$ cat config.mk
export PLATFORM = sky130hd
export DESIGN_NAME = tmr_channel
export DESIGN_NICKNAME = d
export VERILOG_FILES = /design/src/rtl/tmr_pkg.sv /design/src/rtl/tmr_edge_det.sv /design/src/rtl/tmr_mode_dec.sv /design/src/rtl/tmr_core.sv /design/src/rtl/tmr_channel.sv
export SDC_FILE = /design/constraint.sdc
export NUM_CORES = 1
export LEC_CHECK = 0
export ABC_CLOCK_PERIOD_IN_PS = 6400
export BUFFER_PORTS_ARGS = -buffer_cell sky130_fd_sc_hd__buf_2
export CORE_ASPECT_RATIO = 2
export CORE_UTILIZATION = 40
export DETAILED_ROUTE_END_ITERATION = 16
export PLACE_DENSITY_LB_ADDON = 0.05
export SYNTH_ARGS = -nofsm -noshare
export SYNTH_HDL_FRONTEND = slang
export SYNTH_SLANG_ARGS = --single-unit
$ cat constraint.sdc
create_clock -name clk_i -period 6.4 [get_ports clk_i]
set_clock_uncertainty 0.2 [all_clocks]
set_input_delay 0.96 -clock clk_i [delete_from_list [all_inputs] [get_ports clk_i]]
set_output_delay 0.96 -clock clk_i [all_outputs]
set_load 0.005 [all_outputs]
$ cat src/rtl/tmr_pkg.sv
package tmr_pkg;
  typedef enum logic [2:0] {
    MD_INTERVAL    = 3'b000,
    MD_CAPTURE     = 3'b010,
    MD_EVENT       = 3'b011,
    MD_ONESHOT     = 3'b100,
    MD_CAP_ONESHOT = 3'b110
  } tmr_mode_e;
endpackage

$ cat src/rtl/tmr_edge_det.sv
module tmr_edge_det #(
  parameter int N = 2
) (
  input  logic         clk_i,
  input  logic         rst_ni,
  input  logic [N-1:0] lvl_i,
  output logic [N-1:0] rise_o,
  output logic [N-1:0] fall_o
);
  for (genvar g = 0; g < N; g++) begin : g_bit
    logic q;
    always_ff @(posedge clk_i or negedge rst_ni) begin
      if (!rst_ni) q <= 1'b0;
      else         q <= lvl_i[g];
    end
    assign rise_o[g] = lvl_i[g] & ~q;
    assign fall_o[g] = ~lvl_i[g] & q;
  end
endmodule

$ cat src/rtl/tmr_mode_dec.sv
module tmr_mode_dec
  import tmr_pkg::*;
(
  input  logic [2:0] mode_i,
  input  logic       detail_i,
  output tmr_mode_e  mode_o,
  output logic       legal_o,
  output logic       start_irq_o,
  output logic       retrig_o
);
  always_comb begin
    mode_o      = tmr_mode_e'(mode_i);
    legal_o     = 1'b0;
    start_irq_o = 1'b0;
    retrig_o    = 1'b0;
    case (mode_i)
      MD_INTERVAL, MD_CAPTURE: begin
        legal_o     = 1'b1;
        start_irq_o = detail_i;
      end
      MD_EVENT:       legal_o = 1'b1;
      MD_ONESHOT: begin
        legal_o  = 1'b1;
        retrig_o = detail_i;
      end
      MD_CAP_ONESHOT: legal_o = 1'b1; // detail ignored here
      default:        legal_o = 1'b0;
    endcase
  end
endmodule

$ cat src/rtl/tmr_core.sv
module tmr_core
  import tmr_pkg::*;
#(
  parameter int W = 16
) (
  input  logic         clk_i,
  input  logic         rst_ni,
  input  tmr_mode_e    mode_i,
  input  logic         legal_i,
  input  logic         start_irq_i,
  input  logic         retrig_i,
  input  logic         start_i,
  input  logic         stop_i,
  input  logic         trig_rise_i,
  input  logic         trig_fall_i,
  input  logic         ev_rise_i,
  input  logic [W-1:0] data_i,
  output logic [W-1:0] cnt_o,
  output logic [W-1:0] cap_o,
  output logic         irq_o,
  output logic         tout_o,
  output logic         busy_o
);
  localparam logic [W-1:0] ZERO = '0;
  localparam logic [W-1:0] ONE  = W'(1);

  logic         run_q, run_d, act_q, act_d, fire;
  logic [W-1:0] cnt_q, cnt_d, cap_q, cap_d;
  logic         irq_q, tout_q;
  logic         at_zero;

  assign at_zero = (cnt_q == ZERO);

  always_comb begin
    run_d = run_q;
    act_d = act_q;
    cnt_d = cnt_q;
    cap_d = cap_q;
    fire  = 1'b0;
    if (stop_i) begin
      run_d = 1'b0;
      act_d = 1'b0;
    end else if (legal_i && start_i) begin
      run_d = 1'b1;
      fire  = start_irq_i;
      case (mode_i)
        MD_INTERVAL, MD_EVENT: begin
          cnt_d = data_i;
          act_d = 1'b1;
        end
        MD_CAPTURE: begin
          cnt_d = ZERO;
          act_d = 1'b1;
        end
        default: act_d = 1'b0; // single-shot modes arm only
      endcase
    end else if (legal_i && run_q) begin
      case (mode_i)
        MD_INTERVAL: begin
          if (at_zero) begin
            cnt_d = data_i;
            fire  = 1'b1;
          end else cnt_d = cnt_q - ONE;
        end
        MD_CAPTURE: begin
          if (trig_rise_i) begin
            cap_d = cnt_q;
            cnt_d = ZERO;
            fire  = 1'b1;
          end else cnt_d = cnt_q + ONE;
        end
        MD_EVENT: begin
          if (ev_rise_i) begin
            if (at_zero) begin
              cnt_d = data_i;
              fire  = 1'b1;
            end else cnt_d = cnt_q - ONE;
          end
        end
        MD_ONESHOT: begin
          if (trig_rise_i && (!act_q || retrig_i)) begin
            cnt_d = data_i;
            act_d = 1'b1;
          end else if (act_q) begin
            if (at_zero) begin
              act_d = 1'b0;
              fire  = 1'b1;
            end else cnt_d = cnt_q - ONE;
          end
        end
        MD_CAP_ONESHOT: begin
          if (!act_q) begin
            if (trig_rise_i) begin
              cnt_d = ZERO;
              act_d = 1'b1;
            end
          end else if (trig_fall_i) begin
            cap_d = cnt_q;
            act_d = 1'b0;
            fire  = 1'b1;
          end else cnt_d = cnt_q + ONE;
        end
        default: ;
      endcase
    end
  end

  always_ff @(posedge clk_i or negedge rst_ni) begin
    if (!rst_ni) begin
      run_q  <= 1'b0;
      act_q  <= 1'b0;
      cnt_q  <= ZERO;
      cap_q  <= ZERO;
      irq_q  <= 1'b0;
      tout_q <= 1'b0;
    end else begin
      run_q  <= run_d;
      act_q  <= act_d;
      cnt_q  <= cnt_d;
      cap_q  <= cap_d;
      irq_q  <= fire;
      tout_q <= tout_q ^ fire;
    end
  end

  assign cnt_o  = cnt_q;
  assign cap_o  = cap_q;
  assign irq_o  = irq_q;
  assign tout_o = tout_q;
  assign busy_o = run_q & act_q;
endmodule

$ cat src/rtl/tmr_channel.sv
module tmr_channel
  import tmr_pkg::*;
#(
  parameter int W = 16
) (
  input  logic         clk_i,
  input  logic         rst_ni,
  input  logic [2:0]   mode_i,
  input  logic         detail_i,
  input  logic         start_i,
  input  logic         stop_i,
  input  logic         trig_i,
  input  logic         event_i,
  input  logic [W-1:0] data_i,
  output logic [W-1:0] count_o,
  output logic [W-1:0] capture_o,
  output logic         irq_o,
  output logic         tout_o,
  output logic         busy_o
);
  localparam int NIN = 2;
  localparam int TRG = 0;
  localparam int EVT = 1;

  logic [NIN-1:0] rise, fall;
  tmr_mode_e      mode;
  logic           legal, start_irq, retrig;

  tmr_edge_det #(.N(NIN)) i_edge (
    .clk_i  (clk_i),
    .rst_ni (rst_ni),
    .lvl_i  ({event_i, trig_i}),
    .rise_o (rise),
    .fall_o (fall)
  );

  tmr_mode_dec i_dec (
    .mode_i      (mode_i),
    .detail_i    (detail_i),
    .mode_o      (mode),
    .legal_o     (legal),
    .start_irq_o (start_irq),
    .retrig_o    (retrig)
  );

  tmr_core #(.W(W)) i_core (
    .clk_i       (clk_i),
    .rst_ni      (rst_ni),
    .mode_i      (mode),
    .legal_i     (legal),
    .start_irq_i (start_irq),
    .retrig_i    (retrig),
    .start_i     (start_i),
    .stop_i      (stop_i),
    .trig_rise_i (rise[TRG]),
    .trig_fall_i (fall[TRG]),
    .ev_rise_i   (rise[EVT]),
    .data_i      (data_i),
    .cnt_o       (count_o),
    .cap_o       (capture_o),
    .irq_o       (irq_o),
    .tout_o      (tout_o),
    .busy_o      (busy_o)
  );
endmodule

==> Yosys cells after proc, flatten, opt, wreduce, memory -nomap -nowiden <==
Index checks and enable logic that the tools add are counted.
{ "classes": {"muxes": 43, "n_addsub": 2, "eq_ne": 13, "n_reduce_logical": 20, "bitwise": 10} }
{ "ops": {"columns": ["cell", "n"], "rows": [
  ["$mux W16", 14],
  ["$pmux W16 S5", 1],
  ["$pmux W16 S2", 2],
  ["$mux W1", 24],
  ["$add A16 B1 Y16 const B", 1],
  ["$logic_not A16 Y1", 1],
  ["$sub A16 B1 Y16 const B", 1],
  ["$reduce_and A9 Y1", 1],
  ["$ne A4 B1 Y1 const B", 2],
  ["$ne A4 B4 Y1 const B", 2],
  ["$reduce_and A7 Y1", 1],
  ["$eq A3 B2 Y1 const B", 2],
  ["$eq A3 B3 Y1 const B", 2],
  ["$ne A2 B1 Y1 const B", 3],
  ["$reduce_bool A2 Y1", 3],
  ["$reduce_bool A6 Y1", 1],
  ["$not A1 Y1", 5],
  ["$pmux W1 S5", 1],
  ["$reduce_or A5 Y1", 1],
  ["$and A1 B1 Y1", 4],
  ["$reduce_bool A4 Y1", 1],
  ["$reduce_or A2 Y1", 2],
  ["$logic_and A1 B1 Y1", 3],
  ["$logic_not A3 Y1", 1],
  ["other kinds (9)", 9]
]} }
{ "totals": {"wordCells": 96, "inputBits": 26, "output_inout_bits": 35, "reg_bits": 38} }

==> Longest topological paths before layout <==
Gate-level depths: netlist of run 1.
{ "depth": {"word_depth": 10, "mapped_depth": 10} }

==> Cells and area by module <==
A second synthesis of run 1 with hierarchy kept.
{ "hier_totals": {"cells_unflattened": 378, "hier_area_um2": 3099.2} }
{ "modules_own_cells": {"columns": ["mod", "cells_per_inst", "area_per_inst_um2", "instances"], "rows": [
  ["tmr_core", 365, 2962.8, 1],
  ["tmr_edge_det", 6, 85.1, 1],
  ["tmr_mode_dec", 7, 51.3, 1]
]} }

==> Worst setup path before layout of run 1 <==
OpenSTA, ideal clock, no wires.
{ "synth_path": {"kind": "register to register", "start": "reg i_core.cnt_q[0] (netlist: i_core.cnt_o[0])", "end": "reg i_core.cnt_q[6] (netlist: i_core.cnt_o[6])", "arrival_ns": 2.603, "slack_ns": 3.515, "stages_incl_launch_ff": 11, "required_ns": 6.118, "path_buffers": 2, "synth_period_minus_slack_ns": 2.885, "setup_ns": 0.082, "cell_sequence": "dfrtp_1 clkbuf_1 inv_1 ha_1 clkbuf_1 or4b_2 or3_1 a31oi_1 a221o_1 o2111ai_1 a31oi_1"} }
{ "synth_via": {"elab_chain_cells": 7, "elab_cells_between_ends": 16, "classes_between": "add/sub: 2; eq/ne: 1; mux: 11; reduce/logical: 2"} }
{ "synth_rtl": {"columns": ["element", "line_no", "source"], "rows": [
  ["from (decl)", "tmr_core.sv:28", "logic [W-1:0] cnt_q, cnt_d, cap_q, cap_d;"],
  ["from (signal assigned)", "tmr_core.sv:119", "cnt_q <= cnt_d;"],
  ["$sub A16 B1 Y16", "tmr_core.sv:63, tmr_core.sv:77, tmr_core.sv:88", null],
  ["$mux W16", "tmr_core.sv:85", "if (at_zero) begin"],
  ["$mux W16", "tmr_core.sv:84", "end else if (act_q) begin"],
  ["$mux W16", "tmr_core.sv:81", "if (trig_rise_i && (!act_q || retrig_i)) begin"],
  ["$pmux W16 S5", "tmr_core.sv:58", "case (mode_i)"],
  ["$mux W16", "tmr_core.sv:57", "end else if (legal_i && run_q) begin"],
  ["$mux W16", "tmr_core.sv:43", "end else if (legal_i && start_i) begin"]
]} }
Several ways; a longest one is shown, not always the timed one. The select of a mux whose other input is x is not followed.
A chain may end at the register's enable or synchronous reset.

==> Worst setup path in the final report of run 1 <==
{ "layout_path": {"start": "reg i_core.cnt_q[0] (netlist: i_core.cnt_o[0])", "end": "reg i_core.cnt_q[0] (netlist: i_core.cnt_o[0])"} }
The elaborated chain is that of the path after synthesis.

==> flow_metrics.py, run 1 <==
metrics = {
    "outcome": {
        "outcome": "finished, final reports clean",
    },
    "placed_design": {
        "hpwl_mm": 8.17,
        "portBuffers": 60,
        "gp_congestion": 0.897,
        "dp_slack_ns": 2.94,
    },
    "layout": {
        "insertedDiodeCount": 0,
        "layout-drive-gt1-share_pct": 21.6,
        "syn_to_final_growth_pct": 15.1,
        "nNetsFinal": 472,
        "fillCellCount": 807,
    },
    "logic_synthesis": {
        "ys_ff_latch": 38,
        "synth_edf_count": 0,
        "synth_top_area_share_pct": 29.8,
        "ys_types": 66,
        "syn-cell-area_mm2": 0.00319,
        "yosysSeqAreaShare_pct": 29.8,
        "synth_top_area_cell": "dfrtp_1",
        "netlist_top_cells_count": "dfrtp_1 (38), nand2_1 (38), clkbuf_1 (34), nor2_1 (31), o21ai_0 (31)",
        "synth_async_sr_flop_share_pct": 100,
        "syn_nets": 437,
        "synth_area_leaders": "dfrtp_1 (30%), o21ai_0 (4.9%), nand2_1 (4.5%)",
        "ys.flop_type": "dfrtp_1",
        "syn-mean-instance-area_um2": 7.81,
        "netlist_instances": 408,
        "ys_warn_count": 0,
    },
    "clocking": {
        "clock-root-buffer": "clkbuf_16",
        "clockBufferDepth": 2,
        "cts_resized": 0,
        "htreeDepth": 2,
        "worstSkewPairLatency_ns": 0.29,
        "cts_made_buffers": 5,
        "clock-sinks": 38,
        "clkTransAtPathRegs_ns": 0.06,
        "post-cts-setup-buffers": 0,
        "cts_hold_buf": 0,
        "cts_tree": "yes",
    },
    "pwr": {
        "power_density_mw_per_mm2": 292,
        "leakage_nw": 1.51,
        "ir_worst_vdd_uv": 135,
    },
    "hold_path": {
        "whs_path_depth": 1,
        "hold_class": "register to register",
    },
    "global_routing": {
        "grt_pass1_vias": 3342,
        "grt.overflow.total": 0,
        "track_usage_pct": 28.2,
        "grt_pass1_wl_mm": 17.5,
        "grt_max_degree": 39,
        "antenna_found_initial": 0,
    },
    "sta": {
        "final-max-slew-violation-count": 0,
        "whs_ns": 0.272,
        "hold_viol": 0,
        "worstMarginPinSlew_ns": 1.08,
        "tns_ns": 0,
        "finalWorstSetupSlack_ns": 2.87,
        "rsz0062_at_grt": "no",
        "finalSetupViolations": 0,
        "min_period_over_period_pct": 55.2,
        "relSlewSlack_pct": 28.0,
        "period_needed_ns": 3.53,
        "fmax_mhz": 283,
    },
    "routing": {
        "drt_iter0_drc": 200,
        "wl_per_cell_um": 21.0,
        "viasPerCell": 6.45,
        "drcViolationCount": 0,
        "ant_nets": 0,
        "vias": 3471,
        "dr.pass1.iters": 5,
        "wl_mm": 11.3,
    },
    "floorplanning": {
        "rows": 45,
        "die_area_mm2": 0.00835,
        "chipWidth_um": 65.1,
        "die_h_um": 128,
        "pin_count": 61,
        "start_util_pct": 41.6,
        "core_mm2": 0.00766,
    },
    "worst_setup_path": {
        "rrSetupSlack_ns": 2.87,
        "endpoint_kind": "register",
        "crit_type": "register to register",
        "cp.arrival_ns": 3.54,
        "worstPathMaxFanout": 12,
        "r2r_cells": 7,
        "crit_required_ns": 6.41,
        "cp-start-kind": "register",
    },
    "run": {
        "maxCapViolations": 0,
    },
}
## final timing paths
kind	startpoint	end
max	i_core.cnt_o[0]	i_core.cnt_o[0]
min	i_core.tout_o	i_core.tout_o
max reg2reg	i_core.cnt_o[0]	i_core.cnt_o[0]
min reg2reg	i_core.tout_o	i_core.tout_o
max in group asynchronous	rst_ni	i_core.cap_o[8]
min in group asynchronous	rst_ni	i_core.cnt_o[3]
## state kept, by name, summed over array words and instances, names as in the netlist
name and flops:
i_edge.g_bit.q 2, i_core.irq_o 1, i_core.cap_o 16, i_core.act_q 1, i_core.cnt_o 16, i_core.run_q 1
i_core.tout_o 1
## final cells by class
| class | count | area, um^2 | share of cell area (%) |
|---|---|---|---|
| multi-input cells | 322 | 2070 | 56.5 |
| flip-flops and latches | 38 | 951 | 25.9 |
| well taps | 94 | 118 | 3.21 |
| repair buffers | 65 | 338 | 9.21 |
| clock buffers | 7 | 143 | 3.89 |
| inverters | 11 | 41.3 | 1.13 |
| clock inverters | 1 | 5.00 | 0.136 |
## report_power, final
part	total [mW]	internal (mW)	switching, mW	leakage [nW]
Combinational	0.395	0.175	0.220	0.954
Sequential	0.421	0.287	0.134	0.479
Clock	0.254	0.155	0.0997	0.0739
## stage by stage
stage / power, mW / area, um^2 / instances / util, %
after floorplan: 0.666 / 3190 / 408 / -
after global placement: 0.811 / 3520 / 530 / 46.0
after detailed placement: 0.813 / 3520 / 530 / 46.0
after CTS: 1.07 / 3670 / 538 / 47.9
after global routing: 1.14 / 3670 / 538 / 47.9
final: 1.07 / 3670 / 538 / 47.9
## per-layer routing
metal | part of all wire, % | global-route usage [%] | wire (um) | vias to the layer above
li1 | - | - | - | 1607
met1 | 37 | 30.2 | 4180 | 1653
met2 | 52 | 49.3 | 5920 | 171
met3 | 5.3 | 3.56 | 603 | 40
met4 | 5.2 | 20.3 | 588 | 0
met5 | 0 | 0 | 0 | -
## placed cells by master (no fill, tap or decap), types with 3 or more instances in the layout
cell type / n
a211oi_1: 5
a21oi_1: 18
a221o_1: 3
a221oi_1: 3
a31oi_1: 22
buf_2: 60
buf_4: 5
clkbuf_16: 5
dfrtp_1: 38
ha_1: 3
inv_1: 11
mux2_2: 11
nand2_1: 38
nand2b_1: 4
nand3_1: 13
nand4_1: 7
nor2_1: 31
nor2b_1: 7
nor3_1: 14
nor3b_1: 3
nor4_1: 8
o2111ai_1: 6
o211ai_1: 9
o21ai_0: 31
o221ai_1: 4
o22ai_1: 4
or3_1: 5
or4_1: 4
xnor2_1: 10
xor2_1: 9
## critical path: stages (launching register included)
cell and delay [ns]:
dfrtp_1 0.50, inv_1 0.17, ha_1 0.18, nor4b_1 0.84, nand3_1 0.76, a21oi_1 0.49, o21ai_0 0.13, a31oi_1 0.19
## cell families (layout without fill, tap and decap cells)
logic type	after synthesis	after routing	synth area share, %
AOI/OAI and AO/OA	139	139	29.7
xor gates and xnor gates	19	19	5.22
adders and majority gates	3	3	1.18
buffers and inverters	48	84	5.73
DFF	38	38	29.8
muxes	11	11	3.89
and+or+nand+nor	150	150	24.4
Power figures use the tool's default switching activity.
==> inputs of run 2 (changes only) <==
--- a/config.mk
+++ b/config.mk
@@ -5,7 +5,7 @@
 export SDC_FILE = /design/constraint.sdc
 export NUM_CORES = 1
 export LEC_CHECK = 0
-export ABC_CLOCK_PERIOD_IN_PS = 6400
+export ABC_CLOCK_PERIOD_IN_PS = 3280
 export BUFFER_PORTS_ARGS = -buffer_cell sky130_fd_sc_hd__buf_2
 export CORE_ASPECT_RATIO = 2
 export CORE_UTILIZATION = 40
==> constraint.sdc (replaced) <==
create_clock -name clk_i -period 3.28 [get_ports clk_i]
set_clock_uncertainty 0.2 [all_clocks]
set_input_delay 0.492 -clock clk_i [delete_from_list [all_inputs] [get_ports clk_i]]
set_output_delay 0.492 -clock clk_i [all_outputs]
set_load 0.005 [all_outputs]
==> flow_metrics.py, run 2 (same netlist as run 1, synthesis figures left out) <==
metrics = {
    "outcome": {
        "outcome": "finished, final reports clean",
    },
    "global_routing": {
        "grt_pass1_vias": 3541,
        "gr-usage-met2_pct": 51.4,
        "grt_use_met3_pct": 4.36,
        "grt_max_degree": 39,
        "track_usage_pct": 29.7,
        "grt.overflow.total": 0,
        "grt_use_met1_pct": 33.5,
        "grt-busiest-layer": "met2",
        "grt_pass1_wl_mm": 18.7,
        "antenna_found_initial": 0,
    },
    "floorplanning": {
        "core_mm2": 0.00766,
        "pin_count": 61,
        "die_area_mm2": 0.00835,
        "start_util_pct": 41.6,
        "chipWidth_um": 65.1,
        "rows": 45,
        "die_h_um": 128,
    },
    "worst_setup_path": {
        "cp.arrival_ns": 2.83,
        "path_cells": "or4_1 -> nor4_4 -> nand4_1 -> o21ai_1 -> a211oi_1 -> o32a_1",
        "r2r_cells": 6,
        "worstPathMaxFanout": 8,
        "endpoint_kind": "register",
        "critical_path_cell_count": 6,
        "crit_required_ns": 3.25,
        "critPathSlowestCell": "or4_1",
        "crit_type": "register to register",
        "path_buf_inv": 0,
        "cp-start-kind": "register",
        "cp_top_family": "simple AND/OR/NAND/NOR gates",
        "cpPeakStageDelay_ns": 0.71,
    },
    "routing": {
        "drcViolationCount": 0,
        "wl_mm": 11.6,
        "vias": 3567,
        "drt_iter0_drc": 302,
        "ant_nets": 0,
        "dr.pass1.iters": 7,
        "wl_per_cell_um": 20.6,
        "viasPerCell": 6.31,
    },
    "sta": {
        "min_period_over_period_pct": 87.3,
        "fmax_mhz": 349,
        "period_needed_ns": 2.86,
        "tns_ns": 0,
        "worstMarginPinSlew_ns": 0.907,
        "relSlewSlack_pct": 39.4,
        "rsz0062_at_grt": "no",
        "final-max-slew-violation-count": 0,
        "hold_viol": 0,
        "finalSetupViolations": 0,
    },
    "clocking": {
        "cts_tree": "yes",
        "clockBufferDepth": 2,
        "cts_made_buffers": 5,
        "post-cts-setup-buffers": 0,
        "cts_hold_buf": 0,
        "worstSkewPairLatency_ns": 0.29,
        "cts_resized": 0,
        "clkTransAtPathRegs_ns": 0.06,
        "clock-sinks": 38,
        "clock-root-buffer": "clkbuf_16",
        "htreeDepth": 2,
    },
    "layout": {
        "layout-drive-gt1-share_pct": 26.1,
        "layout_commonest_cell": "buf_2",
        "design_area_mm2": 0.00387,
        "nNetsFinal": 499,
        "fillCellCount": 794,
        "insertedDiodeCount": 0,
        "syn_to_final_growth_pct": 21.5,
        "multi_input_area_mm2": 0.00207,
        "area.sequential_um2": 951,
        "final_cell_mix": "buf_2 (60), nand2_1 (38), dfrtp_1 (38)",
    },
    "pwr": {
        "power_mw": 2.20,
        "leakage_nw": 1.64,
        "ir_worst_vdd_uv": 252,
        "power_density_mw_per_mm2": 569,
    },
    "placed_design": {
        "portBuffers": 60,
        "place_area_mm2": 0.00372,
        "gp_congestion": 0.885,
        "hpwl_mm": 8.59,
    },
    "hold_path": {
        "hold_class": "input pin to async pin",
    },
    "run": {
        "maxCapViolations": 0,
    },
}
==> run 2: cell types whose count changed in the layout (fill, tap and decap cells not counted), sizes merged <==
cell	before	now
buf	65	92
==> run 2: worst register-to-register path: cells and delay by family (launching register included) <==
family          cells  cell delay, ns
simple gates        3            1.44
flops               1            0.45
compound gates      3            0.65
==> run 2: final timing paths <==
kind / startpoint / endpoint / slack [ns]
max: i_core.cnt_o[8] / i_core.cnt_o[12] / 0.42
min: rst_ni / i_core.cnt_o[3] / 0.13
max reg2reg: i_core.cnt_o[8] / i_core.cnt_o[12] / 0.42
min reg2reg: i_core.tout_o / i_core.tout_o / 0.27
max in group asynchronous: rst_ni / i_core.cnt_o[8] / 2.19
min in group clk_i: event_i / i_edge.g_bit[1].q / 0.13
==> run 2: where the power goes <==
group / internal [mW] / switching (mW) / leakage, nW
sequential: 0.562 / 0.136 / 0.479
combinational: 0.417 / 0.587 / 1.08
clock: 0.302 / 0.198 / 0.0739
==> run 2: final cells by class <==
cell class / count / share of cell area, %
tap: 94 / 3.04
multi-input combinational: 322 / 53.6
inverter: 11 / 1.07
sequential: 38 / 24.6
timing repair buffer: 92 / 14.0
clock buffer: 7 / 3.68
clock inverter: 1 / 0.129
==> run 2: routing by layer <==
layer	up-vias	share of wire, %
li1	1655	-
met1	1680	36
met2	181	53
met3	51	6.1
met4	0	4.5
met5	-	0
==> run 2: metrics by stage <==
step / utilization, % / cells / setup WS [ns] / hold slack [ns]
after detailed placement: 48.6 / 557 / 0.459 / 0.263
after CTS: 50.6 / 565 / 0.438 / 0.135
after global placement: 48.6 / 557 / 0.483 / 0.251
after global routing: 50.6 / 565 / 0.284 / 0.147
final: 50.6 / 565 / 0.417 / 0.134
after floorplan: - / 408 / 0.395 / -0.00359
==> inputs of run 3 (changes only) <==
--- a/config.mk
+++ b/config.mk
@@ -5,7 +5,7 @@
 export SDC_FILE = /design/constraint.sdc
 export NUM_CORES = 1
 export LEC_CHECK = 0
-export ABC_CLOCK_PERIOD_IN_PS = 3280
+export ABC_CLOCK_PERIOD_IN_PS = 2970
 export BUFFER_PORTS_ARGS = -buffer_cell sky130_fd_sc_hd__buf_2
 export CORE_ASPECT_RATIO = 2
 export CORE_UTILIZATION = 40
==> constraint.sdc (replaced) <==
create_clock -name clk_i -period 2.97 [get_ports clk_i]
set_clock_uncertainty 0.2 [all_clocks]
set_input_delay 0.4455 -clock clk_i [delete_from_list [all_inputs] [get_ports clk_i]]
set_output_delay 0.4455 -clock clk_i [all_outputs]
set_load 0.005 [all_outputs]
==> flow_metrics.py, run 3 (same netlist as run 1, synthesis figures left out) <==
metrics = {
    "worst_setup_path": {
        "path_cells": "inv_1 -> ha_1 -> nor4b_1 -> nand4b_1 -> buf_4 -> a21oi_1 -> a221oi_1 -> or3_1 -> a31oi_1",
        "cp.arrival_ns": 2.76,
        "endpoint_kind": "register",
        "rrSetupSlack_ns": 0.21,
        "cp-start-kind": "register",
        "critPathSlowestCell": "nor4b_1",
        "r2r_cells": 9,
        "crit_type": "register to register",
        "cp_top_family": "simple AND/OR/NAND/NOR gates",
        "worstPathMaxFanout": 4,
        "cpPeakStageDelay_ns": 0.55,
        "timing.rr.end": "i_core.cnt_o[15]",
        "crit_required_ns": 2.98,
        "reg2reg_from": "i_core.cnt_o[1]",
        "path_buf_inv": 2,
    },
    "placed_design": {
        "dp_slack_ns": 0.236,
        "hpwl_mm": 8.91,
        "place_area_mm2": 0.00384,
        "portBuffers": 60,
        "gp_congestion": 0.912,
    },
    "sta": {
        "period_needed_ns": 2.76,
        "finalWorstSetupSlack_ns": 0.215,
        "fmax_mhz": 363,
        "finalSetupViolations": 0,
        "worstMarginPinSlew_ns": 0.857,
        "relSlewSlack_pct": 42.9,
        "rsz0062_at_grt": "no",
        "min_period_over_period_pct": 92.8,
        "hold_viol": 0,
        "tns_ns": 0,
        "final-max-slew-violation-count": 0,
    },
    "layout": {
        "insertedDiodeCount": 0,
        "syn_to_final_growth_pct": 24.8,
        "nNetsFinal": 513,
        "design_area_mm2": 0.00398,
        "layout_commonest_cell": "buf_2",
        "final_cell_mix": "buf_2 (60), buf_4 (45), nand2_1 (38), dfrtp_1 (38)",
        "layout-drive-gt1-share_pct": 28.3,
    },
    "floorplanning": {
        "chipWidth_um": 65.1,
        "start_util_pct": 41.6,
        "pin_count": 61,
        "die_h_um": 128,
        "core_mm2": 0.00766,
        "rows": 45,
        "die_area_mm2": 0.00835,
    },
    "pwr": {
        "pwr-share-comb_pct": 51.0,
        "swShare_pct": 41.3,
        "clockPowerShare_pct": 20.6,
        "ir_worst_vdd_uv": 270,
        "internal-power_mw": 1.44,
        "switchingPower_mw": 1.01,
        "seq_power_share_pct": 28.4,
        "power_density_mw_per_mm2": 616,
        "leakage_nw": 1.70,
    },
    "routing": {
        "dr.pass1.iters": 7,
        "drt_iter0_drc": 301,
        "viasPerCell": 6.28,
        "wl_per_cell_um": 20.3,
        "ant_nets": 0,
        "vias": 3629,
        "wl_mm": 11.7,
        "drcViolationCount": 0,
    },
    "global_routing": {
        "track_usage_pct": 29.5,
        "grt-busiest-layer": "met2",
        "grt_use_met3_pct": 3.38,
        "grt_use_met1_pct": 31.9,
        "grt_max_degree": 39,
        "grt.overflow.total": 0,
        "grt_pass1_vias": 3511,
        "grt_pass1_wl_mm": 18.4,
        "antenna_found_initial": 0,
        "gr-usage-met2_pct": 53.5,
    },
    "clocking": {
        "cts_hold_buf": 0,
        "htreeDepth": 2,
        "clockBufferDepth": 2,
        "post-cts-setup-buffers": 0,
        "cts_tree": "yes",
        "clock-sinks": 38,
        "cts_made_buffers": 5,
        "clock-root-buffer": "clkbuf_16",
        "clkTransAtPathRegs_ns": 0.05,
        "worstSkewPairLatency_ns": 0.28,
        "cts_resized": 0,
    },
    "outcome": {
        "outcome": "finished, final reports clean",
    },
    "hold_path": {
        "hold_class": "input pin to async pin",
    },
    "run": {
        "maxCapViolations": 0,
    },
}
run 3: changes by cell type in the layout (fill, tap and decap cells not counted), sizes merged:
cell and change:
buf +14, clkbuf -2, clkinv +1
run 3: worst max-delay path by stage:
stage,from,to,cells past startpoint
after global placement,i_core.cnt_o[1],i_core.cnt_o[15],9
after global routing,i_core.cnt_o[1],i_core.cnt_o[15],9
final,i_core.cnt_o[1],i_core.cnt_o[15],9
after detailed placement,i_core.cnt_o[1],i_core.cnt_o[15],9
after floorplan,i_core.cnt_o[0],i_core.cnt_o[6],10
after CTS,i_core.cnt_o[1],i_core.cnt_o[15],9
run 3: metrics by stage:
stage | power, mW | hold slack, ns | utilization, % | instances
after global routing | 2.61 | 0.111 | 51.9 | 578
final | 2.45 | 0.0724 | 51.9 | 578
after CTS | 2.45 | 0.104 | 51.9 | 578
after detailed placement | 1.94 | 0.258 | 50.2 | 571
after global placement | 1.93 | 0.252 | 50.2 | 571
after floorplan | 1.44 | -0.0501 | - | 408
run 3: power by group through the flow:
| stage | sequential [mW] | combinational, mW | clock (mW) |
|---|---|---|---|
| floorplan | 0.715 | 0.721 | 0 |
| global placement | 0.702 | 1.23 | 0 |
| detailed placement | 0.706 | 1.23 | 0 |
| CTS | 0.696 | 1.24 | 0.518 |
| global route | 0.708 | 1.37 | 0.530 |
| finish | 0.696 | 1.25 | 0.504 |
run 3: final cells by class:
type,count,area (um^2)
clock buffers,5,125
fillers,794,3680
inverters,11,41.3
multi-input cells,322,2070
well taps,94,118
flip-flops and latches,38,951
clock inverters,2,10.0
repair buffers,106,658
run 3: routing by layer:
metal / part of all wire [%] / up-vias
li1: - / 1691
met1: 36 / 1736
met2: 53 / 160
met3: 5.8 / 42
met4: 5.2 / 0
met5: 0 / -
run 3: worst register-to-register path: stages, from the launching register on:
cell      delay [ns]
dfrtp_1         0.37
inv_1           0.12
ha_1            0.17
nor4b_1         0.55
nand4b_1        0.27
buf_4           0.23
a21oi_1         0.19
a221oi_1        0.08
or3_1           0.36
a31oi_1         0.13
